**src/rtl/pstate_pkg.sv**
```systemverilog
// Shared encoding of the processing states.
package pstate_pkg;
    typedef enum logic [2:0] {
        PS_RESET   = 3'd0,
        PS_EXCEPT  = 3'd1,
        PS_BUSREL  = 3'd2,
        PS_EXEC    = 3'd3,
        PS_SLEEP   = 3'd4,
        PS_STANDBY = 3'd5,
        PS_PAUSE   = 3'd6
    } pstate_t;
endpackage

```
**src/rtl/pstate_nmi_edge.sv**
```systemverilog
// Turns the NMI pin level into a one-cycle rising-edge event.
// Assumes nmi_lvl is already synchronous to clk. No event is reported while
// rst_n is low, and the level seen during reset is taken as the baseline.
module pstate_nmi_edge (
    input  logic clk,
    input  logic rst_n,
    input  logic nmi_lvl,
    output logic nmi_rise
);
    logic nmi_q;

    // Purpose: remember the previous NMI level (also tracked during reset).
    always_ff @(posedge clk) begin
        nmi_q <= nmi_lvl;
    end

    // Purpose: flag a low-to-high change outside reset.
    always_comb begin
        nmi_rise = rst_n & nmi_lvl & ~nmi_q;
    end

    // an event can never occur on two consecutive cycles
    assert_nmi_single_R11: assert property (@(posedge clk) disable iff (!rst_n)
        nmi_rise |=> !nmi_rise);
endmodule

```
**src/rtl/pstate_fsm.sv**
```systemverilog
// Processing-state sequencer. Holds the encoded state, the reset-type flag
// and the return target for a bus release. Assumes all event inputs are
// synchronous and sampled at each rising edge. rst_n is the reset pin and
// has priority over every other input.
module pstate_fsm
    import pstate_pkg::*;
(
    input  logic    clk,
    input  logic    rst_n,
    input  logic    nmi_lvl,
    input  logic    nmi_rise,
    input  logic    irq_evt,
    input  logic    dma_err_evt,
    input  logic    exc_done,
    input  logic    bus_req,
    input  logic    sleep_cmd,
    input  logic    stby_sel,
    input  logic    pause_req,
    output pstate_t state,
    output logic    manual_rst
);
    pstate_t nxt;
    logic    ret_except;
    logic    exec_event;

    // Purpose: collect the events that start exception handling from execution.
    always_comb begin
        exec_event = irq_evt | dma_err_evt | nmi_rise;
    end

    // Purpose: next-state decode with bus > exception > sleep > pause priority.
    always_comb begin
        nxt = state;
        unique case (state)
            PS_RESET:   nxt = PS_EXCEPT;
            PS_EXCEPT: begin
                if (bus_req)       nxt = PS_BUSREL;
                else if (exc_done) nxt = PS_EXEC;
            end
            PS_BUSREL: begin
                if (!bus_req)      nxt = ret_except ? PS_EXCEPT : PS_EXEC;
            end
            PS_EXEC: begin
                if (bus_req)                  nxt = PS_BUSREL;
                else if (exec_event)          nxt = PS_EXCEPT;
                else if (sleep_cmd)           nxt = stby_sel ? PS_STANDBY : PS_SLEEP;
                else if (stby_sel && pause_req) nxt = PS_PAUSE;
            end
            PS_SLEEP: begin
                if (irq_evt || nmi_rise) nxt = PS_EXCEPT;
            end
            PS_STANDBY: begin
                if (nmi_rise)      nxt = PS_EXCEPT;
            end
            PS_PAUSE: begin
                if (!pause_req)    nxt = PS_EXEC;
            end
            default:               nxt = PS_EXCEPT;
        endcase
    end

    // Purpose: state register, reset-type capture and bus-release return target.
    always_ff @(posedge clk) begin
        if (!rst_n) begin
            state      <= PS_RESET;
            manual_rst <= ~nmi_lvl;
            ret_except <= 1'b0;
        end else begin
            state <= nxt;
            if (nxt == PS_BUSREL && state != PS_BUSREL) begin
                ret_except <= (state == PS_EXCEPT);
            end
        end
    end

    // leaving reset always goes to exception handling
    assert_reset_exit_R3: assert property (@(posedge clk) disable iff (!rst_n)
        state == PS_RESET |=> state == PS_EXCEPT);

    // only an NMI event leaves standby
    assert_standby_hold_R7: assert property (@(posedge clk) disable iff (!rst_n)
        (state == PS_STANDBY && !nmi_rise) |=> state == PS_STANDBY);

    // a dropped request always ends the bus release
    assert_busrel_release_R5: assert property (@(posedge clk) disable iff (!rst_n)
        (state == PS_BUSREL && !bus_req) |=> state != PS_BUSREL);

    // a bus request in execution or exception handling is never overtaken
    assert_bus_priority_R5: assert property (@(posedge clk) disable iff (!rst_n)
        ((state == PS_EXEC || state == PS_EXCEPT) && bus_req) |=> state == PS_BUSREL);
endmodule

```
**src/rtl/pstate_clkgate.sv**
```systemverilog
// Per-module clock-enable generator. Each stop bit is registered once and
// gates its module's enable. Every module enable also follows the core clock
// enable, so standby and clock pause stop all peripherals.
module pstate_clkgate #(
    parameter int N_MOD = 4
) (
    input  logic             clk,
    input  logic             rst_n,
    input  logic [N_MOD-1:0] mod_stop,
    input  logic             core_clk_en,
    output logic [N_MOD-1:0] mod_clk_en
);
    logic [N_MOD-1:0] stop_q;

    // Purpose: sample the stop bits (data path only, no reset needed).
    always_ff @(posedge clk) begin
        stop_q <= mod_stop;
    end

    for (genvar g = 0; g < N_MOD; g++) begin : g_mod
        // Purpose: enable for one module.
        assign mod_clk_en[g] = ~stop_q[g] & core_clk_en;

        // a set stop bit turns the module's clock off after one edge
        assert_stop_gates_R10: assert property (@(posedge clk) disable iff (!rst_n)
            mod_stop[g] |=> !mod_clk_en[g]);
    end
endmodule

```
**src/rtl/pstate_ctrl.sv**
```systemverilog
// Top of the processing-state controller. Connects the NMI edge detector,
// the state sequencer and the module clock gating, and decodes grant and
// core clock enable from the state. The reset is synchronous and active low.
module pstate_ctrl
    import pstate_pkg::*;
#(
    parameter int N_MOD = 4
) (
    input  logic             clk,
    input  logic             rst_n,
    input  logic             nmi_lvl,
    input  logic             irq_evt,
    input  logic             dma_err_evt,
    input  logic             exc_done,
    input  logic             bus_req,
    input  logic             sleep_cmd,
    input  logic             stby_sel,
    input  logic             pause_req,
    input  logic [N_MOD-1:0] mod_stop,
    output logic [2:0]       state_code,
    output logic             manual_rst,
    output logic             bus_grant,
    output logic             core_clk_en,
    output logic [N_MOD-1:0] mod_clk_en
);
    pstate_t state;
    logic    nmi_rise;

    pstate_nmi_edge u_nmi (
        .clk      (clk),
        .rst_n    (rst_n),
        .nmi_lvl  (nmi_lvl),
        .nmi_rise (nmi_rise)
    );

    pstate_fsm u_fsm (
        .clk         (clk),
        .rst_n       (rst_n),
        .nmi_lvl     (nmi_lvl),
        .nmi_rise    (nmi_rise),
        .irq_evt     (irq_evt),
        .dma_err_evt (dma_err_evt),
        .exc_done    (exc_done),
        .bus_req     (bus_req),
        .sleep_cmd   (sleep_cmd),
        .stby_sel    (stby_sel),
        .pause_req   (pause_req),
        .state       (state),
        .manual_rst  (manual_rst)
    );

    // Purpose: decode the externally visible state outputs.
    always_comb begin
        state_code  = state;
        bus_grant   = (state == PS_BUSREL);
        core_clk_en = !(state == PS_STANDBY || state == PS_PAUSE);
    end

    pstate_clkgate #(.N_MOD(N_MOD)) u_gate (
        .clk         (clk),
        .rst_n       (rst_n),
        .mod_stop    (mod_stop),
        .core_clk_en (core_clk_en),
        .mod_clk_en  (mod_clk_en)
    );

    // the grant only starts after a request was seen
    assert_grant_cause_R5: assert property (@(posedge clk) disable iff (!rst_n)
        $rose(bus_grant) |-> $past(bus_req));

    // the core clock stays on across a sleep entry
    assert_sleep_clock_R9: assert property (@(posedge clk) disable iff (!rst_n)
        ($past(state) == PS_EXEC && state == PS_SLEEP) |-> core_clk_en);
endmodule

```
**config.mk**
```make
export PLATFORM = sky130hd
export DESIGN_NAME = pstate_ctrl
export DESIGN_NICKNAME = d
export VERILOG_FILES = /design/src/rtl/pstate_pkg.sv /design/src/rtl/pstate_nmi_edge.sv /design/src/rtl/pstate_fsm.sv /design/src/rtl/pstate_clkgate.sv /design/src/rtl/pstate_ctrl.sv
export SDC_FILE = /design/constraint.sdc
export NUM_CORES = 1
export LEC_CHECK = 0
export ABC_CLOCK_PERIOD_IN_PS = 1500
export BUFFER_PORTS_ARGS = -buffer_cell sky130_fd_sc_hd__buf_2
export CAP_MARGIN = 0
export CORE_MARGIN = 1.5
export CORE_UTILIZATION = 39
export DETAILED_ROUTE_END_ITERATION = 16
export GPL_ROUTABILITY_DRIVEN = 0
export MAX_ROUTING_LAYER = met4
export PLACE_DENSITY = 0.76
export SLEW_MARGIN = 20
export SYNTH_ARGS = -nofsm -noshare
export SYNTH_HDL_FRONTEND = slang
export SYNTH_SLANG_ARGS = --single-unit
```
**constraint.sdc**
```tcl
create_clock -name clk -period 1.5 [get_ports clk]
set_input_delay 0.15 -clock clk [delete_from_list [all_inputs] [get_ports clk]]
set_output_delay 0.15 -clock clk [all_outputs]
set_load 0.005 [all_outputs]
```
==> results.toml, run 1 <==
[routing]
first_iter_violations = 10
vias = 529
final_antenna_net_count = 0
routed_wl_mm = 1.21
drc = 0
wire_per_inst_um = 11.3
drtPass1Iterations = 4
viasPerCell = 4.94

[floorplanning]
die_w_um = 39.8
rows = 13
fp.dieH_um = 39.8
core_area_um2 = 1280
dieArea_um2 = 1580
start_util_pct = 41.1
io_pins = 24

[yosys]
ys_ff_latch = 10
synth_area_per_cell_um2 = 9.26
ys_warn_count = 0
syn_area_um2 = 528
yosysSeqAreaShare_pct = 39.8
syn-num-nets = 71
synth.distinct_cells = 32
synth_cells = 57

[critical_path]
crit_family = "simple AND/OR/NAND/NOR gates"
end_kind = "flop"
crit_path_cell_trace = "and3b_1 -> or3_4 -> a2bb2oi_1 -> nor4_2 -> mux2i_1"
critPathKind = "flop to flop"
worst_setup_path_start_kind = "flop"
crit_fanout = 3
worst_ep_required_time_ns = 1.71
slowest_stage = "or3_4"
cp.arrival_ns = 1.72
critPathMaxStageDelay_ns = 0.36
critPathBufInv = 0

[timing]
slew_viol_final = 0
skew_ns = 0.0152
fmax_ghz = 0.659
grt_setup_unrepaired = "true"
maxSlewHeadroom_pct = 77.6
fin_crit_sh_pct = 101
post-route-worst-setup-slack_ns = -0.0165
hold_viol = 0
period_needed_ns = 1.52
finalSetupViolations = 1
worst_slew_pin_slew_ns = 0.333

[cells_and_area]
nets = 107
seq_area_um2 = 219
final_util_pct = 61.3
area_delta_synth_final_pct = 49.3
instances_no_fill = 107
multi_input_area_um2 = 299
diodes = 0
layout-drive-gt1-share_pct = 48.9
fill_cells = 112

[clock_tree]
cts_buffer_depth = 2
numCtsBuffers = 3
cts_htree_levels = 1
cts_tree = "built"
clk_latency_ns = 0.27
cts_root_buf = "clkbuf_4"
clk_pin_slew_ns = 0.08
cts_sinks = 10

[global_route]
grt_usage_pct = 19.6
grt_pass1_wl_mm = 1.97
grt.overflow.total = 0
antenna_found_initial = 0
grt_start_max_net_pins = 11
first_global_vias = 451

[placed_design]
dp_hpwl_um = 926
portBuffers = 23
dp.cells = 99

[power]
vdd_ir_drop_max_v = 0.000776
power.density_nw_per_um2 = 872
leakage_uw = 0.000367

[status]
violations = "setup timing"
status = "finished, violations left"

[min_path]
hp-class = "input pin to flop"

[job]
maxCapViolCount = 0
## where the power goes
group          internal (uW)  switching (uW)  leakage [uW]
combinational           79.4            58.3      0.000260
sequential               288            17.5     0.0000860
clock                    147            97.4     0.0000210
## cells in the mapped netlist (all sizes together)
cell     instances  share of area, %
a21o             2               2.8
and2             2               2.6
nand3b           1               1.4
xor2             1               1.7
nor3             2               1.9
a211oi           1               1.4
a2bb2oi          1               1.7
o21a             1               1.4
and2b            1               1.7
mux2i            1               1.9
a21oi            1              0.95
o21ai            3               2.8
dfxtp            9                34
maj3             1               1.9
a21bo            1               1.9
inv              4               2.8
nand3            1              0.95
nor2b            2               2.4
buf              1               2.1
o2111ai          1               1.7
nand4bb          1               2.1
edfxtp           1               5.7
nor2             8               5.7
nor4             1               2.4
and3b            1               1.7
o31ai            1               2.4
clkbuf           1               2.6
o211ai           1               1.4
or3b             1               1.7
nand2            3               2.1
or3              1               2.1
## logic make-up (layout without fill, tap and decap cells)
family	count (synthesis)	after routing	share of synthesized area (%)
xor+xnor	1	1	1.66
flops	10	10	39.8
buf+inv	6	41	7.58
mux	1	1	1.90
simple gates	25	25	28.7
fa+ha+maj	1	1	1.90
compound gates	13	13	18.5
## worst reg2reg max path: stages, from the launching register on
cell	delay (ns)
dfxtp_2	0.33
and3b_1	0.19
or3_4	0.37
a2bb2oi_1	0.18
nor4_2	0.18
mux2i_1	0.21
## flip-flops by register name, summed over array words and instances (netlist names)
| name | count |
|---|---|
| u_fsm.manual_rst | 1 |
| u_fsm.ret_except | 1 |
| u_fsm.state | 3 |
| u_gate.stop_q | 4 |
| u_nmi.nmi_q | 1 |
## layout make-up
class / instances / share of cell area (%)
Tap cell: 15 / 2.38
Inverter: 4 / 1.90
Clock buffer: 4 / 4.60
Timing Repair Buffer: 33 / 25.4
Multi-Input combinational cell: 41 / 37.9
Sequential cell: 10 / 27.8
## per-layer routing
metal / up-vias / track usage (%) / part of all wire (%)
li1: 270 / - / -
met5: - / - / 0
met2: 17 / 28.3 / 49
met1: 242 / 26.0 / 45
met3: 0 / 6.82 / 5.2
met4: 0 / 4.31 / 0
## stage by stage
step                total power [uW]  worst slack [ns]  TNS [ns]  cell area [um2]  hold slack (ns)
finish                           687           -0.0165   -0.0165              788            0.105
global route                     730           -0.0588   -0.0588              788           0.0960
CTS                              690           -0.0136   -0.0136              783           0.0996
detailed placement               434           -0.0717   -0.0717              682            0.254
global placement                 430            0.0159         0              682            0.253
floorplan                        381            0.0413         0              528            0.178
## layout by cell type (no fill, tap or decap), types with 2 or more instances in the layout
master,count
a21o_1,2
and2_2,2
buf_2,23
buf_4,6
clkbuf_4,3
dfxtp_1,6
dfxtp_4,2
dlygate4sd3_1,4
inv_1,4
nand2_1,3
nor2_1,8
nor2b_1,2
o21ai_0,3
## final timing paths
kind	to	from	cells past startpoint	slack, ns
max	u_fsm.ret_except$_SDFFE_PN0P_	u_nmi.nmi_q$_DFF_P_	5	-0.02
min	u_nmi.nmi_q$_DFF_P_	nmi_lvl	2	0.10
max reg2reg	u_fsm.ret_except$_SDFFE_PN0P_	u_nmi.nmi_q$_DFF_P_	5	-0.02
min reg2reg	u_fsm.ret_except$_SDFFE_PN0P_	u_fsm.ret_except$_SDFFE_PN0P_	2	0.48
## timing repair
action	CTS	global route
buffers inserted	0	0
hold endpoints to repair	4	0
pin swaps	1	2
hold buffers	4	0
endpoints found under the setup margin	7	4
gates cloned	0	0
resized for setup	6	3
Note: power is estimated with default switching activity, not from simulation.
==> inputs of run 2 (changes only) <==
--- a/config.mk
+++ b/config.mk
@@ -8,12 +8,14 @@
 export ABC_CLOCK_PERIOD_IN_PS = 1500
 export BUFFER_PORTS_ARGS = -buffer_cell sky130_fd_sc_hd__buf_2
 export CAP_MARGIN = 0
-export CORE_MARGIN = 1.5
-export CORE_UTILIZATION = 39
+export CORE_AREA = 2 2 39 41
+export CTS_BUF_LIST = sky130_fd_sc_hd__clkbuf_4 sky130_fd_sc_hd__clkbuf_8
 export DETAILED_ROUTE_END_ITERATION = 16
+export DIE_AREA = 0 0 41 43
 export GPL_ROUTABILITY_DRIVEN = 0
 export MAX_ROUTING_LAYER = met4
-export PLACE_DENSITY = 0.76
+export PLACE_DENSITY = 0.77
+export REMOVE_ABC_BUFFERS = 1
 export SLEW_MARGIN = 20
 export SYNTH_ARGS = -nofsm -noshare
 export SYNTH_HDL_FRONTEND = slang
==> results.toml, run 2 (synthesized netlist as in run 1, its figures left out) <==
[timing]
period_needed_ns = 1.51
slew_viol_final = 0
maxSlewHeadroom_pct = 77.7
fin_crit_sh_pct = 101
grt_setup_unrepaired = "true"
fin_setup_tns_ns = -0.00884
skew_ns = 0.00884
fmax_ghz = 0.663
finalSetupViolations = 1
hold_slack_ns = 0.125
worst_slew_pin_slew_ns = 0.330
post-route-worst-setup-slack_ns = -0.00884
hold_viol = 0

[critical_path]
critPathBufInv = 0
critPathMaxStageDelay_ns = 0.34
r2r_cells = 5
crit_path_cell_trace = "and3b_1 -> or3_4 -> o31ai_2 -> nor4_2 -> mux2i_1"
critPathKind = "flop to flop"
regToRegSetupSlack_ns = -0.009
cp.depth = 5
end_kind = "flop"
crit_fanout = 3
cp.arrival_ns = 1.64
crit_family = "simple AND/OR/NAND/NOR gates"
slowest_stage = "or3_4"
worst_setup_path_start_kind = "flop"
worst_ep_required_time_ns = 1.63

[min_path]
hp-class = "input pin to flop"
whs_path_depth = 2

[floorplanning]
rows = 14
start_util_pct = 38.2
core_area_um2 = 1380
dieArea_um2 = 1760
io_pins = 24
fp.dieH_um = 43
die_w_um = 41

[status]
status = "finished, violations left"
violations = "setup timing"

[routing]
vias = 546
first_iter_violations = 8
wire_per_inst_um = 11.6
drtPass1Iterations = 4
drc = 0
viasPerCell = 4.92
final_antenna_net_count = 0
routed_wl_mm = 1.29

[power]
leakage_uw = 0.000378
total_power_uw = 684
power.density_nw_per_um2 = 871
vdd_ir_drop_max_v = 0.000582

[cells_and_area]
diodes = 0
final_cell_mix = "buf_2, buf_4, nor2_1, dfxtp_1"
layout-drive-gt1-share_pct = 46.3
largest_reg_flops = 4
area_delta_synth_final_pct = 48.8
nets = 110
top_register = "u_gate.stop_q"
final_common_cell = "buf_2"
post-route-cell-area_um2 = 786
reg.largest.list = "u_gate.stop_q (4), u_fsm.state (3)"
final_util_pct = 56.8

[placed_design]
portBuffers = 23
postPlaceCellArea_um2 = 706

[clock_tree]
cts_buffer_depth = 2
clk_pin_slew_ns = 0.06
cts_tree = "built"
clk_latency_ns = 0.26
cts_root_buf = "clkbuf_4"
cts_sinks = 10
post_cts.repair.setup_buffers = 0
cts_htree_levels = 1
numCtsBuffers = 3

[global_route]
antenna_found_initial = 0
first_global_vias = 494
grt.overflow.total = 0
grt_pass1_wl_mm = 1.93
grt_usage_pct = 16.1
grt_start_max_net_pins = 9

[job]
maxCapViolCount = 0
run 2: cell types whose count changed in the layout (fill, tap and decap cells not counted), sizes merged:
cell / previous run / this run
buf: 29 / 32
run 2: worst paths after layout:
path	to	start
hold reg to reg	u_fsm.ret_except$_SDFFE_PN0P_	u_fsm.ret_except$_SDFFE_PN0P_
hold / removal	u_nmi.nmi_q$_DFF_P_	nmi_lvl
setup reg to reg	u_fsm.ret_except$_SDFFE_PN0P_	u_nmi.nmi_q$_DFF_P_
setup / recovery	u_fsm.ret_except$_SDFFE_PN0P_	u_nmi.nmi_q$_DFF_P_
run 2: what timing repair did:
action | CTS | global route
resized for setup | 1 | 2
endpoints found under the hold margin | 4 | 0
pin swaps | 1 | 0
cloned | 0 | 0
endpoints found under the setup margin | 7 | 6
hold buffers | 4 | 0
run 2: final cells by class:
cell class / instances / area [um2]
Fill cell: 135 / 598
Timing Repair Buffer: 36 / 223
Tap cell: 16 / 20.0
Inverter: 4 / 15.0
Clock buffer: 4 / 36.3
Sequential cell: 10 / 211
Multi-Input combinational cell: 41 / 280
run 2: power by group:
| group | internal (uW) | total (uW) | switching (uW) | leakage, uW |
|---|---|---|---|---|
| Combinational | 87.4 | 153 | 65.1 | 0.000272 |
| Clock | 147 | 234 | 87.5 | 0.0000210 |
| Sequential | 287 | 297 | 10.1 | 0.0000852 |
run 2: per-layer routing:
| layer | global-route usage, % | routed length (um) | vias to the layer above |
|---|---|---|---|
| met5 | - | 0 | - |
| met4 | 7.33 | 11 | 0 |
| met3 | 1.57 | 72 | 2 |
| met2 | 26.6 | 673 | 21 |
| met1 | 18.4 | 535 | 249 |
| li1 | - | - | 274 |
run 2: per-stage QoR:
stage | setup WS [ns] | instances
2_1_floorplan | 0.00420 | 55
3_3_place_gp | 0.0181 | 103
3_5_place_dp | -0.0542 | 103
4_1_cts | -0.0153 | 111
5_1_grt | -0.0877 | 111
6_report | -0.00884 | 111
run 2: worst reg2reg max path: cells and delay by family (launching register included):
kind / cells / cell delay, ns
AND/OR/NAND/NOR: 3 / 0.63
flip-flops: 1 / 0.33
AO/OA/AOI/OAI: 1 / 0.31
multiplexers: 1 / 0.12
